[config.mk]
export PLATFORM = sky130hd
export DESIGN_NAME = link_idx_window
export DESIGN_NICKNAME = d
export VERILOG_FILES = /design/src/rtl/link_idx_pkg.sv /design/src/rtl/lw_index_reg.sv /design/src/rtl/lw_port_regs.sv /design/src/rtl/lw_read_path.sv /design/src/rtl/link_idx_window.sv
export SDC_FILE = /design/constraint.sdc
export NUM_CORES = 1
export LEC_CHECK = 0
export CORE_AREA = 2 2 227 229
export DETAILED_ROUTE_END_ITERATION = 7
export DIE_AREA = 0 0 229 231
export PLACE_DENSITY = 0.65
export SETUP_SLACK_MARGIN = 0.02
export SKIP_LAST_GASP = 1
export SLEW_MARGIN = 30
export SYNTH_ARGS = -nofsm -noshare
export SYNTH_HDL_FRONTEND = slang
export SYNTH_SLANG_ARGS = --single-unit
[constraint.sdc]
create_clock -name clk -period 3.65 [get_ports clk]
set_input_delay 0.73 -clock clk [delete_from_list [all_inputs] [get_ports clk]]
set_output_delay 0.73 -clock clk [all_outputs]
set_load 0.005 [all_outputs]
[src/rtl/link_idx_pkg.sv]
package link_idx_pkg;
  localparam int LW_NPORTS = 4;
  localparam int PORT_W    = $clog2(LW_NPORTS);
  localparam int CODE_W    = 8;
  localparam int IDX_W     = 2 * CODE_W;

  typedef enum logic [1:0] {
    TGT_STS  = 2'd0,
    TGT_CTL  = 2'd1,
    TGT_ERR  = 2'd2,
    TGT_NONE = 2'd3
  } tgt_e;

  typedef struct packed {
    logic              ok;
    logic [PORT_W-1:0] port;
  } port_sel_t;

  // Port code to physical port: codes 1 and 2 are crossed over.
  function automatic port_sel_t map_port(input logic [CODE_W-1:0] code);
    port_sel_t s;
    s.ok = (code < CODE_W'(LW_NPORTS));
    if (code == CODE_W'(1))      s.port = PORT_W'(2);
    else if (code == CODE_W'(2)) s.port = PORT_W'(1);
    else                         s.port = code[PORT_W-1:0];
    return s;
  endfunction

  function automatic tgt_e map_reg(input logic [CODE_W-1:0] code);
    case (code)
      CODE_W'(0): return TGT_STS;
      CODE_W'(1): return TGT_CTL;
      CODE_W'(2): return TGT_ERR;
      default:    return TGT_NONE;
    endcase
  endfunction

  // Write-one-to-clear with new events taking precedence.
  function automatic logic [31:0] w1c_merge(input logic [31:0] cur,
                                            input logic [31:0] clr,
                                            input logic [31:0] set);
    return (cur & ~clr) | set;
  endfunction
endpackage

[src/rtl/lw_index_reg.sv]
module lw_index_reg
  import link_idx_pkg::*;
(
  input  logic              clk,
  input  logic              rst_n,
  input  logic              we,
  input  logic [IDX_W-1:0]  wdata,
  output logic [IDX_W-1:0]  idx_q,
  output logic              sel_ok,
  output logic [PORT_W-1:0] sel_port,
  output tgt_e              sel_reg
);
  port_sel_t ps;

  always_ff @(posedge clk) begin
    if (!rst_n)  idx_q <= '0;
    else if (we) idx_q <= wdata;
  end

  always_comb begin
    ps       = map_port(idx_q[IDX_W-1:CODE_W]);
    sel_reg  = map_reg(idx_q[CODE_W-1:0]);
    sel_port = ps.port;
    sel_ok   = ps.ok && (sel_reg != TGT_NONE);
  end

  // index changes only on an index write
  p_idx_hold_r1: assert property (@(posedge clk) disable iff (!rst_n)
    !we |=> $stable(idx_q));
  p_idx_load_r1: assert property (@(posedge clk) disable iff (!rst_n)
    we |=> (idx_q == $past(wdata)));
endmodule

[src/rtl/lw_port_regs.sv]
module lw_port_regs
  import link_idx_pkg::*;
#(
  parameter int W = 32
) (
  input  logic         clk,
  input  logic         rst_n,
  input  logic         ctl_we,
  input  logic         err_we,
  input  logic [W-1:0] wdata,
  input  logic [W-1:0] err_set,
  output logic [W-1:0] ctl_q,
  output logic [W-1:0] err_q
);
  logic [W-1:0] clr_mask;
  logic [W-1:0] err_nxt;

  assign clr_mask = err_we ? wdata : '0;
  assign err_nxt  = w1c_merge(err_q, clr_mask, err_set);

  always_ff @(posedge clk) begin
    if (!rst_n) begin
      ctl_q <= '0;
      err_q <= '0;
    end else begin
      if (ctl_we) ctl_q <= wdata;
      err_q <= err_nxt;
    end
  end

  // control loads only on its own write
  p_ctl_hold_r7: assert property (@(posedge clk) disable iff (!rst_n)
    !ctl_we |=> $stable(ctl_q));
  p_ctl_load_r7: assert property (@(posedge clk) disable iff (!rst_n)
    ctl_we |=> (ctl_q == $past(wdata)));
  // events always land; bits only fall on a clear write
  p_err_set_wins_r8: assert property (@(posedge clk) disable iff (!rst_n)
    (err_set != '0) |=> ((err_q & $past(err_set)) == $past(err_set)));
  p_err_sticky_r8: assert property (@(posedge clk) disable iff (!rst_n)
    !err_we |=> ((err_q & $past(err_q)) == $past(err_q)));
endmodule

[src/rtl/lw_read_path.sv]
module lw_read_path
  import link_idx_pkg::*;
#(
  parameter int W = 32
) (
  input  logic             clk,
  input  logic             rst_n,
  input  logic             rd_en,
  input  logic [1:0]       off,
  input  logic [IDX_W-1:0] idx_q,
  input  logic [W-1:0]     tgt_word,
  output logic [W-1:0]     rdata,
  output logic             rvalid
);
  logic [W-1:0] rd_nxt;

  always_comb begin
    case (off)
      2'd0:    rd_nxt = {{(W-IDX_W){1'b0}}, idx_q};
      2'd1:    rd_nxt = tgt_word;
      default: rd_nxt = '0;
    endcase
  end

  always_ff @(posedge clk) begin
    if (!rst_n) begin
      rdata  <= '0;
      rvalid <= 1'b0;
    end else begin
      rvalid <= rd_en;
      if (rd_en) rdata <= rd_nxt;
    end
  end

  // one valid cycle per sampled read
  p_rvalid_follow_r9: assert property (@(posedge clk) disable iff (!rst_n)
    rd_en |=> rvalid);
  p_rvalid_drop_r9: assert property (@(posedge clk) disable iff (!rst_n)
    !rd_en |=> !rvalid);
  // spare words read zero
  p_rsvd_off_zero_r5: assert property (@(posedge clk) disable iff (!rst_n)
    (rd_en && off[1]) |=> (rdata == '0));
  // upper index bits read zero
  p_idx_upper_zero_r1: assert property (@(posedge clk) disable iff (!rst_n)
    (rd_en && off == 2'd0) |=> (rdata[W-1:IDX_W] == '0));
endmodule

[src/rtl/link_idx_window.sv]
module link_idx_window
  import link_idx_pkg::*;
#(
  parameter int NPORTS = LW_NPORTS,
  parameter int W      = 32,
  parameter int AW     = 4
) (
  input  logic               clk,
  input  logic               rst_n,
  input  logic               legacy_en,
  input  logic [AW-1:0]      bus_addr,
  input  logic               bus_rd,
  input  logic               bus_wr,
  input  logic [W-1:0]       bus_wdata,
  output logic               bus_claim,
  output logic [W-1:0]       bus_rdata,
  output logic               bus_rvalid,
  input  logic [NPORTS*W-1:0] lnk_sts,
  input  logic [NPORTS*W-1:0] lnk_err_set,
  output logic [NPORTS*W-1:0] lnk_ctl,
  output logic [NPORTS*W-1:0] lnk_err
);
  localparam logic [1:0] OFF_IDX  = 2'd0;
  localparam logic [1:0] OFF_DATA = 2'd1;

  logic [1:0]        off;
  logic              rd_en, wr_en;
  logic              idx_we, data_we;
  logic [IDX_W-1:0]  idx_q;
  logic              sel_ok;
  logic [PORT_W-1:0] sel_port;
  tgt_e              sel_reg;
  logic [W-1:0]      tgt_word;
  logic [NPORTS-1:0] ctl_we, err_we;
  logic              unused_bits;

  assign off       = bus_addr[AW-1:AW-2];
  assign rd_en     = legacy_en && bus_rd;
  assign wr_en     = legacy_en && bus_wr;
  assign bus_claim = legacy_en && (bus_rd || bus_wr);
  assign idx_we    = wr_en && (off == OFF_IDX);
  assign data_we   = wr_en && (off == OFF_DATA);
  assign unused_bits = ^{bus_addr[AW-3:0], bus_wdata[W-1:IDX_W]};

  lw_index_reg u_index (
    .clk      (clk),
    .rst_n    (rst_n),
    .we       (idx_we),
    .wdata    (bus_wdata[IDX_W-1:0]),
    .idx_q    (idx_q),
    .sel_ok   (sel_ok),
    .sel_port (sel_port),
    .sel_reg  (sel_reg)
  );

  for (genvar p = 0; p < NPORTS; p++) begin : g_port
    logic hit;
    assign hit       = data_we && sel_ok && (sel_port == PORT_W'(p));
    assign ctl_we[p] = hit && (sel_reg == TGT_CTL);
    assign err_we[p] = hit && (sel_reg == TGT_ERR);

    lw_port_regs #(.W(W)) u_regs (
      .clk     (clk),
      .rst_n   (rst_n),
      .ctl_we  (ctl_we[p]),
      .err_we  (err_we[p]),
      .wdata   (bus_wdata),
      .err_set (lnk_err_set[p*W +: W]),
      .ctl_q   (lnk_ctl[p*W +: W]),
      .err_q   (lnk_err[p*W +: W])
    );
  end

  always_comb begin
    tgt_word = '0;
    for (int p = 0; p < NPORTS; p++) begin
      if (sel_ok && sel_port == PORT_W'(p)) begin
        case (sel_reg)
          TGT_STS: tgt_word = lnk_sts[p*W +: W];
          TGT_CTL: tgt_word = lnk_ctl[p*W +: W];
          TGT_ERR: tgt_word = lnk_err[p*W +: W];
          default: tgt_word = '0;
        endcase
      end
    end
  end

  lw_read_path #(.W(W)) u_read (
    .clk      (clk),
    .rst_n    (rst_n),
    .rd_en    (rd_en),
    .off      (off),
    .idx_q    (idx_q),
    .tgt_word (tgt_word),
    .rdata    (bus_rdata),
    .rvalid   (bus_rvalid)
  );

  // a disabled window returns nothing
  p_unclaimed_r10: assert property (@(posedge clk) disable iff (!rst_n)
    !legacy_en |=> !bus_rvalid);
  // reserved selector codes write nothing
  p_rsvd_code_r4: assert property (@(posedge clk) disable iff (!rst_n)
    (data_we && !sel_ok) |=> $stable(lnk_ctl));
  // spare words write nothing
  p_rsvd_off_r5: assert property (@(posedge clk) disable iff (!rst_n)
    (wr_en && off[1]) |=> ($stable(idx_q) && $stable(lnk_ctl)));
  // at most one port's registers are written per cycle
  p_one_port_r2: assert property (@(posedge clk) disable iff (!rst_n)
    $onehot0(ctl_we | err_we));
endmodule

; Word level (Yosys, flattened, before mapping)
; Index checks and enable logic that the tools add are counted.
[op_classes]
n_mux = 16
reduce_logical = 28
eq_ne = 11
n_bitwise = 12
n_lt_le_gt_ge = 1
[op_table]
columns = operator, n
row1 = one-hot mux 32 bit (3 select lines), 4
row2 = 2-to-1 mux 32 bit, 8
row3 = bitwise AND 32 bit, 4
row4 = NOT 32 bit, 4
row5 = bitwise OR 32 bit, 4
row6 = one-hot mux 32 bit (2 select lines), 1
row7 = logical AND 1 bit, 23
row8 = "equality test 8 x 1 -> 1 bit, second input constant", 2
row9 = "equality test 8 x 2 -> 1 bit, second input constant", 2
row10 = logical NOT 8 bit, 1
row11 = "< comparator 8 x 3 -> 1 bit, second input constant", 1
row12 = "equality test 2 x 1 -> 1 bit, second input constant", 3
row13 = "equality test 2 bit, second input constant", 3
row14 = logical NOT 2 bit, 3
row15 = one-hot mux 2 bit (3 select lines), 1
row16 = 2-to-1 mux 2 bit, 2
row17 = "inequality test 2 bit, second input constant", 1
row18 = logical OR 1 bit, 1
[totals]
inputBits = 297
regBits = 305
out_inout_bits = 290
elab_cells = 79

; Longest topological paths before layout
; Gate-level depths: netlist of the first run.
[logic_depth]
word_depth = 11
mapped_depth = 9
depth_no_buf = 5

; Modules after synthesis
; From an unflattened synthesis of the first run, not the netlist that was laid out.
[hier_totals]
cells_unflattened = 1617
hier_area_um2 = 15239.6
[by_module_without_submodules]
columns = mod, cells_each, n_inst, seq_area_each_um2, area_each_um2
row1 = lw_port_regs, 238, 4, 1281.2, 2404.8
row2 = link_idx_window, 509, 1, 0.0, 3756.1
row3 = lw_read_path, 94, 1, 660.6, 1194.9
row4 = lw_index_reg, 62, 1, 320.3, 669.4

; Least setup slack after synthesis of the first run
; Ideal clock, no wire load.
[synth_timing]
path_type = input -> register
startpoint = input port bus_addr[3]
endpoint = register g_port[0].u_regs.ctl_q[16]
setup_slack_ps = 1113
t_required_ps = 3528
setup_time_ps = 122
path_buffers = 2
stages = 7
arrival_ps = 2415
cell_sequence = nand2b_1 > or4_4 > or4_1 > clkbuf_1 > buf_2 > nand2_1 > a21boi_0
[synth_via]
elab_chain_len = 5
[synth_lines]
columns = item, line_no
row1 = start: declaration, link_idx_window.sv:11  ; input logic [AW-1:0] bus_addr,
row2 = equality test 2 x 1 -> 1 bit, link_idx_window.sv:42  ; assign data_we = wr_en && (off == OFF_DATA);
row3 = logical AND 1 bit, link_idx_window.sv:42
row4 = logical AND 1 bit (2 in series), link_idx_window.sv:58  ; assign hit = data_we && sel_ok && (sel_port == PORT_W'(p));
row5 = logical AND 1 bit, link_idx_window.sv:59  ; assign ctl_we[p] = hit && (sel_reg == TGT_CTL);
row6 = end signal: assignment, lw_port_regs.sv:26  ; if (ctl_we) ctl_q <= wdata;
row7 = end: declaration, lw_port_regs.sv:12  ; output logic [W-1:0] ctl_q,
; Every way passes these cells.
; A chain may end at the register's enable or synchronous reset.

; Worst setup path in the final report of the first run
[layout_timing]
startpoint = register u_index.idx_q[0]
endpoint = register u_read.rdata[23]
[layout_via]
elab_chain_len = 10
word_cells_on_any_way = 22
cone_classes = eq/ne (5) / mux (10) / reduce/logical (7)
[layout_lines]
columns = item, line_no
row1 = start: declaration, lw_index_reg.sv:8  ; output logic [IDX_W-1:0] idx_q,
row2 = start signal: assignment, lw_index_reg.sv:17  ; else if (we) idx_q <= wdata;
row3 = equality test 8 x 2 -> 1 bit (tied with other cells), link_idx_pkg.sv:30  ; case (code)
row4 = one-hot mux 2 bit (3 select lines) *, link_idx_pkg.sv:30
row5 = "parallel branches: the longest is 6 deep, another holds one-hot mux 32 bit (3 select lines)", -
row6 = 2-to-1 mux 32 bit *, link_idx_window.sv:77  ; if (sel_ok && sel_port == PORT_W'(p)) begin
row7 = one-hot mux 32 bit (2 select lines) *, lw_read_path.sv:18  ; case (off)
row8 = end signal: assignment, lw_read_path.sv:31  ; if (rd_en) rdata <= rd_nxt;
row9 = end: declaration, lw_read_path.sv:12  ; output logic [W-1:0] rdata,
; Every way passes the cells marked *.

==> results of run 1 <==
[through the flow]
step,cell area [sq um],util,hold WS [ns],setup WS (ns),power (mW)
2_1_floorplan,14600,-,0.444,1.11,4.05
3_3_place_gp,21200,0.418,0.433,0.436,4.81
3_5_place_dp,21200,0.418,0.441,0.428,4.83
4_1_cts,22400,0.443,0.455,0.703,8.63
5_1_grt,22400,0.443,0.475,0.667,8.85
6_report,22400,0.443,0.451,0.789,8.57
[path summary, 6_finish.rpt]
| kind | startpoint | end | cells after the start |
|---|---|---|---|
| setup / recovery | u_index.idx_q[0] | u_read.rdata[23] | 6 |
| hold / removal | u_read.rdata[26] | u_read.rdata[26] | 2 |
| setup reg to reg | u_index.idx_q[0] | u_read.rdata[23] | 6 |
| hold reg to reg | u_read.rdata[26] | u_read.rdata[26] | 2 |
[synth_stat cells, types with 5 or more instances]
cell type / count / area, sq um
buf_2: 15 / 75.1
o41ai_1: 13 / 114
dfxtp_1: 305 / 6110
buf_1: 8 / 30.0
o21ai_0: 130 / 651
inv_1: 96 / 360
nand2_1: 341 / 1280
a21oi_1: 26 / 130
a21boi_0: 139 / 1040
a21boi_1: 38 / 285
a31oi_1: 96 / 601
a221oi_1: 96 / 841
mux2_2: 104 / 1170
a22oi_1: 15 / 113
nor2_1: 35 / 131
mux2i_1: 24 / 240
a221o_1: 8 / 80.1
clkbuf_1: 145 / 544
o32ai_1: 15 / 131
o21a_1: 33 / 248
nand4_1: 5 / 31.3
[registers in the layout, indices dropped and copies added, names as in the netlist]
register,count
g_port.u_regs.ctl_q,128
u_index.idx_q,16
g_port.u_regs.err_q,128
u_read.rvalid,1
u_read.rdata,32
[cell type report]
| class | count | share of cell area |
|---|---|---|
| flip-flops and latches | 305 | 0.272 |
| inverters | 98 | 0.0165 |
| clock inverters | 8 | 0.00206 |
| multi-input cells | 1162 | 0.336 |
| clock buffers | 60 | 0.0538 |
| repair buffers | 634 | 0.282 |
| well taps | 680 | 0.0379 |
[worst min-delay path, cell delays in order, from the launching register on]
cell and delay (ns):
dfxtp_1 0.32, nand2_1 0.05, o41ai_1 0.05
[power groups by stage]
stage | logic, mW | clock network (mW) | registers (mW)
finish | 1.22 | 3.80 | 3.55
global route | 1.30 | 4.00 | 3.56
CTS | 1.22 | 3.87 | 3.55
detailed placement | 1.21 | 0 | 3.62
global placement | 1.20 | 0 | 3.61
floorplan | 0.450 | 0 | 3.60
[layout by cell type, fill, tap and decap left out, types with 4 or more instances in the layout]
cell type / synthesis / layout
clkdlybuf4s50_1: 0 / 583
nand2_1: 341 / 340
dfxtp_1: 305 / 301
a21boi_0: 139 / 139
o21ai_0: 130 / 130
mux2_2: 104 / 104
inv_1: 96 / 96
a31oi_1: 96 / 96
a221oi_1: 96 / 96
clkbuf_16: 0 / 42
buf_4: 1 / 42
a21boi_1: 38 / 38
o21a_1: 33 / 33
nor2_1: 35 / 33
a21oi_1: 26 / 26
mux2i_1: 24 / 24
a22oi_1: 15 / 15
o32ai_1: 15 / 15
o41ai_1: 13 / 13
clkbuf_8: 0 / 10
clkbuf_1: 145 / 9
a221o_1: 8 / 8
buf_12: 0 / 8
clkinv_2: 0 / 6
nand4_1: 5 / 5
nor4_4: 3 / 4
[layer usage]
metal / vias up / wire length (um) / GRT usage
met2: 759 / 34300 / 0.445
met5: - / 0 / 0
met4: 0 / 2080 / 0.0913
met1: 7640 / 28700 / 0.306
met3: 112 / 4920 / 0.0521
li1: 7215 / - / -
[logic make-up after synthesis]
kind of cell / after synthesis
DFF: 305
buffers and inverters: 272
muxes: 128
and+or+nand+nor: 418
AOI/OAI and AO/OA: 616
==> impl_metrics.ini, run 1 <==
[cts]
clkTransAtPathRegs_ns = 0.06
cts.hold.buffers_added = 0
clock-root-buffer = clkbuf_16
cts_buffers = 39
cts_max_path_buffers = 3
cts_sinks = 305
postCtsSetupBuffers = 0
h-tree-depth = 2
ctsResizeCount = 0
clk_latency_ns = 0.54
cts_tree = done

[sta]
max_slew_margin = 0.380
fin_crit_sh = 0.784
min_period_ns = 2.86
setup_viol = 0
drv_slew = 0
fmax_mhz = 350
setup_tns_ns = 0
fin_skew_ns = 0.0154
tightest_slew_ns = 0.930
rsz0062_at_grt = false
hold_viol_final = 0

[die]
die_h_um = 231
num_rows = 83
initial_core_util = 0.289
core_sq_mm = 0.0507
io_pins = 587
design.die.area_sq_mm = 0.0529
die-width_um = 229

[power_and_ir_drop]
pwr-share-comb = 0.142
power_frac_seq = 0.414
switching_power_mw = 2.14
ir_drop_v = 0.000259
p_leak_nw = 7.98
clockPowerShare = 0.443
intPower_mw = 6.43
p_per_area_mw_per_mm2 = 382
p_sw_frac = 0.250

[setup_path]
path_class = register to register
critPathLaunchType = register
crit_family = compound AO/OA/AOI/OAI gates
path_buf_inv = 2
worstPathCellList = inv_4 -> buf_4 -> a221oi_1 -> nor2_1 -> nor2_1 -> o41ai_1
slowest_delay_ns = 0.75
critPathCaptureType = register
reg2reg_slack_ns = 0.79
crit_top_cell = nor2_1
worst_path_max_delay_cell = dfxtp_2
arrival_ns = 3.27
cp.required_ns = 4.06
cp_max_fo = 45

[routing]
drtIter0Drc = 1308
via_per_inst = 5.34
first_pass_iters = 5
num_vias = 15700
finalWirelength_um = 70100
antenna_left = 0
drcViolationCount = 0
wl_per_cell_um = 23.8

[synth]
yosys.cell_types.count = 47
synth_top_family_by_area = compound AO/OA/AOI/OAI gates
synth_nets = 2036
synth_compound_area_frac = 0.293
synth_edf_count = 0
ys_seq_area_frac = 0.417
postSynth.asyncResetShare = 0
synth_mux_area_frac = 0.0964
synth-seq-cells = 305
synth_area_sq_mm = 0.0146
avgSynthCellArea_sq_um = 8.42
synthCells = 1739
synth_flop_cell = dfxtp_1
synth-xor-area-share = 0
ys_warn_count = 0
synth-simple-area-share = 0.120
yosys.area_share.adder = 0

[global_route]
grt_max_degree = 162
grt_overflow_total = 0
grt_pass1_vias = 15800
grt_pass1_wl_um = 102000
grt.total_usage = 0.254
antenna_found_initial = 0

[final_layout]
multi_input_area_sq_mm = 0.00753
drive_above_1_share = 0.108
fillCellCount = 5011
layout.area.seq_sq_mm = 0.00611
diodes = 0
fin_nets = 2537
syn2layout_area_growth_pct = 53.4
layoutNonFillerInstCount = 2947

[placement]
io_buffers = 584
placedCellCount = 2879
hpwl_um = 49200
place.gp.congestion = 0.912

[job]
maxCapViolCount = 0

[worst_hold_path]
min_path_type = register to register

[status]
status = finished clean
(Power assumes the default switching activity.)
==> run 2: changes to the inputs <==
PLACE_DENSITY = 0.67   (was 0.65)
clock period = 2.6 ns   (was 3.65 ns; I/O delays follow)
==> impl_metrics.ini, run 2 (synthesis gave the netlist of run 1 again) <==
[sta]
fin_crit_sh = 0.996
fin_skew_ns = 0.0162
tightest_slew_ns = 0.738
min_period_ns = 2.59
hold_viol_final = 0
rsz0062_at_grt = true
setup_viol = 0
drv_slew = 0
max_slew_margin = 0.506
fmax_mhz = 386

[global_route]
grt_pass1_wl_um = 102000
grt_pass1_vias = 15900
grt_max_degree = 152
grt_overflow_total = 0
antenna_found_initial = 1
grt.total_usage = 0.254

[power_and_ir_drop]
pwr-share-comb = 0.147
p_per_area_mw_per_mm2 = 525
switching_power_mw = 3.01
ir_drop_v = 0.000365
p_sw_frac = 0.247
p_leak_nw = 8.37
power_frac_seq = 0.409
clockPowerShare = 0.444
intPower_mw = 9.16

[setup_path]
arrival_ns = 3.04
critPathCaptureType = register
rr_startpoint = u_index.idx_q[5]
crit_top_cell = or4_4
worst_path_max_delay_cell = or4_4
worstSetupStartpoint = u_index.idx_q[5]
cp.required_ns = 3.05
worstPathCellList = or4_4 -> or4_4 -> nor4_4 -> buf_4 -> buf_12 -> a21boi_0 -> o21a_1
cp_max_fo = 11
critPathLaunchType = register
reg2reg_slack_ns = 0.01
path_class = register to register
slowest_delay_ns = 0.59

[placement]
hpwl_um = 50400
io_buffers = 584
place.gp.congestion = 0.885
placedCellCount = 2920
placed_cell_area_sq_mm = 0.0217

[cts]
cts_max_path_buffers = 3
clkTransAtPathRegs_ns = 0.06
cts.hold.buffers_added = 0
h-tree-depth = 2
cts_sinks = 305
clock-root-buffer = clkbuf_16
cts_tree = done
clk_latency_ns = 0.56
cts_buffers = 39

[final_layout]
drive_above_1_share = 0.131
top_regs = g_port.u_regs.ctl_q x128, g_port.u_regs.err_q x128, u_read.rdata x32
fillCellCount = 4951
layoutNonFillerInstCount = 3002
mostFrequentLayoutCells = 583 x clkdlybuf4s50_1, 339 x nand2_1, 300 x dfxtp_1, 130 x o21ai_0, 128 x a21boi_0
fin_nets = 2592
syn2layout_area_growth_pct = 58.3
design_area_sq_mm = 0.0232
final_common_cell = clkdlybuf4s50_1

[die]
num_rows = 83
core_sq_mm = 0.0507
io_pins = 587
initial_core_util = 0.289
design.die.area_sq_mm = 0.0529
die_h_um = 231
die-width_um = 229

[status]
status = finished clean

[routing]
finalWirelength_um = 71700
antenna_left = 0
via_per_inst = 5.33
drtIter0Drc = 1022
drcViolationCount = 0
first_pass_iters = 5
num_vias = 16000
wl_per_cell_um = 23.9

[worst_hold_path]
hold_start = rst_n
min_path_type = primary input to register

[job]
maxCapViolCount = 0
## run 2: cell count changes in the layout (fill, tap and decap cells not counted), sizes merged
cell,delta
buf,+53
clkbuf,+4
clkinv,-4
bufinv,+2
clkinvlp,-1
diode,+1
## run 2: final timing paths
check                                   end  depth (start not counted)
hold reg to reg            u_read.rdata[26]                          2
hold / removal             u_index.idx_q[0]                          2
setup reg to reg  g_port[2].u_regs.err_q[9]                          7
setup / recovery  g_port[2].u_regs.err_q[9]                          7
## run 2: cell type report
| class | count | area [sq um] | area share |
|---|---|---|---|
| diodes | 1 | 2.50 | 0.000108 |
| clock buffers | 62 | 1170 | 0.0507 |
| clock inverters | 5 | 75.1 | 0.00324 |
| inverters | 98 | 370 | 0.0160 |
| multi-input cells | 1162 | 7590 | 0.328 |
| flip-flops and latches | 305 | 6110 | 0.264 |
| well taps | 680 | 851 | 0.0367 |
| repair buffers | 689 | 6990 | 0.302 |
## run 2: worst max-delay path, delay by kind of cell, from the launching register on
kind            cells  cell delay [ns]
simple gates        3             1.44
compound gates      2             0.34
buf+inv             2             0.36
flops               1             0.33
## run 2: what timing repair did
action | CTS | global route
buffers inserted | 0 | 9
pin swaps | 0 | 23
setup endpoints to repair | 110 | 77
gates resized for setup | 2 | 30
hold endpoints to repair | 0 | 0
gates cloned | 0 | 5
## run 2: metrics by stage
stage	setup TNS [ns]	power [mW]	utilization	worst slack, ns	hold slack (ns)
6_report	0	12.2	0.457	0.00997	0.301
5_1_grt	-1.24	12.6	0.457	-0.0693	0.297
4_1_cts	0	12.3	0.453	0.00322	0.271
3_5_place_dp	-27.16	6.83	0.428	-0.300	0.443
3_3_place_gp	-23.44	6.80	0.428	-0.241	0.432
2_1_floorplan	0	5.68	-	0.251	0.444
## run 2: power by group through the flow
stage	clock (mW)	combinational (mW)	sequential, mW
6_report	5.40	1.78	4.98
5_1_grt	5.70	1.90	4.99
4_1_cts	5.52	1.77	4.97
3_5_place_dp	0	1.76	5.07
3_3_place_gp	0	1.74	5.06
2_1_floorplan	0	0.631	5.05
## run 2: routing by layer
layer | routed length [um] | track usage | up-vias
li1 | - | - | 7329
met1 | 28400 | 0.303 | 7780
met2 | 35800 | 0.452 | 769
met3 | 5170 | 0.0529 | 122
met4 | 2320 | 0.0875 | 0
met5 | 0 | 0 | -
==> run 3: changes to the inputs <==
PLACE_DENSITY = 0.65   (was 0.67)
clock period = 2.95 ns   (was 2.6 ns; I/O delays follow)
==> impl_metrics.ini, run 3 (synthesis gave the netlist of run 1 again) <==
[status]
status = finished clean

[die]
initial_core_util = 0.289
num_rows = 83
die-width_um = 229
core_sq_mm = 0.0507
die_h_um = 231
io_pins = 587
design.die.area_sq_mm = 0.0529

[final_layout]
final_common_cell = clkdlybuf4s50_1
fin_nets = 2557
top_regs = g_port.u_regs.ctl_q x128, g_port.u_regs.err_q x128, u_read.rdata x32
layoutNonFillerInstCount = 2969
design_area_sq_mm = 0.0227
diodes = 0
fin_util = 0.448
drive_above_1_share = 0.116
syn2layout_area_growth_pct = 55.2
mostFrequentLayoutCells = 583 x clkdlybuf4s50_1, 341 x nand2_1, 301 x dfxtp_1, 139 x a21boi_0, 130 x o21ai_0

[setup_path]
worst_path_max_delay_cell = or4_1
critPathCaptureType = register
critPathLaunchType = register
cp.required_ns = 3.39
slowest_delay_ns = 0.70
path_class = register to register
arrival_ns = 3.20
cp_max_fo = 20
worstPathCellList = or4_1 -> or4_4 -> nor4_4 -> buf_4 -> a21boi_0 -> o21a_1

[cts]
clock-root-buffer = clkbuf_16
cts_sinks = 305
clkTransAtPathRegs_ns = 0.06
cts_tree = done
h-tree-depth = 2
cts_max_path_buffers = 3
postCtsSetupBuffers = 0
ctsResizeCount = 0
clk_latency_ns = 0.54
cts.hold.buffers_added = 0
cts_buffers = 39

[sta]
drv_slew = 0
final.setup.worst_slack_ns = 0.192
fmax_mhz = 363
max_slew_margin = 0.493
fin_skew_ns = 0.0118
setup_tns_ns = 0
tightest_slew_ns = 0.760
fin_crit_sh = 0.935
min_period_ns = 2.76
setup_viol = 0
hold_viol_final = 0
rsz0062_at_grt = false

[global_route]
grt_overflow_total = 0
grt.total_usage = 0.255
antenna_found_initial = 0
grt_pass1_wl_um = 102000
grt_max_degree = 143
grt_pass1_vias = 15800

[placement]
io_buffers = 584
preCtsSetupSlack_ns = 0.0229
placed_cell_area_sq_mm = 0.0214
hpwl_um = 49900
placedCellCount = 2899
place.gp.congestion = 0.919

[power_and_ir_drop]
power_frac_seq = 0.408
p_leak_nw = 8.12
clockPowerShare = 0.451
intPower_mw = 8.08
switching_power_mw = 2.67
pwr-share-comb = 0.141
ir_drop_v = 0.000390
p_per_area_mw_per_mm2 = 473
p_sw_frac = 0.248

[routing]
drcViolationCount = 0
drtIter0Drc = 988
via_per_inst = 5.27
num_vias = 15700
first_pass_iters = 5
antenna_left = 0
finalWirelength_um = 70400
wl_per_cell_um = 23.7

[worst_hold_path]
min_path_type = primary input to register

[job]
maxCapViolCount = 0
==> run 3: changes by cell type in the layout (fill, tap and decap cells not counted), moves of 3 or more <==
cell | previous run | this run
o41ai_1 | 9 | 13
buf_12 | 23 | 14
o41ai_2 | 4 | 0
buf_4 | 72 | 56
clkbuf_1 | 14 | 9
buf_6 | 8 | 0
a21boi_0 | 128 | 139
clkbuf_8 | 8 | 11
a21boi_1 | 48 | 38
==> run 3: cell type report <==
cell class              count  area (sq um)
multi-input cells        1162          7530
clock inverters             9          80.1
flip-flops and latches    305          6110
repair buffers            654          6550
well taps                 680           851
clock buffers              61          1220
inverters                  98           370
fillers                  4940         28000
==> run 3: power groups by stage <==
stage / Clock [mW] / Sequential [mW] / Combinational, mW
6_report: 4.84 / 4.38 / 1.52
3_3_place_gp: 0 / 4.46 / 1.50
2_1_floorplan: 0 / 4.45 / 0.556
3_5_place_dp: 0 / 4.47 / 1.51
5_1_grt: 5.09 / 4.40 / 1.62
4_1_cts: 4.93 / 4.38 / 1.52
==> run 3: worst max-delay path: cells and delay by family (launching register included) <==
family | cells | cell delay [ns]
AO/OA/AOI/OAI | 2 | 0.38
AND/OR/NAND/NOR | 3 | 1.53
flip-flops | 1 | 0.33
buffers and inverters | 1 | 0.41
==> run 3: path summary, 6_finish.rpt <==
check / startpoint / to / slack [ns] / cells past startpoint
max: u_index.idx_q[2] / g_port[2].u_regs.err_q[13] / 0.19 / 6
max reg2reg: u_index.idx_q[2] / g_port[2].u_regs.err_q[13] / 0.19 / 6
min: rst_n / u_index.idx_q[11] / 0.37 / 2
min reg2reg: u_read.rdata[31] / u_read.rdata[31] / 0.45 / 2
==> run 3: routing by layer <==
layer | global-route usage | routed length (um) | part of all wire | vias to the layer above
met5 | 0 | 0 | 0 | -
met4 | 0.0950 | 2530 | 0.036 | 0
met3 | 0.0543 | 4590 | 0.065 | 141
met2 | 0.447 | 34400 | 0.49 | 671
met1 | 0.306 | 28900 | 0.41 | 7608
li1 | - | - | - | 7238
==> run 3: through the flow <==
step / power [mW] / hold slack [ns]
2_1_floorplan: 5.01 / 0.444
3_3_place_gp: 5.96 / 0.431
3_5_place_dp: 5.98 / 0.439
4_1_cts: 10.8 / 0.334
5_1_grt: 11.1 / 0.348
6_report: 10.7 / 0.368
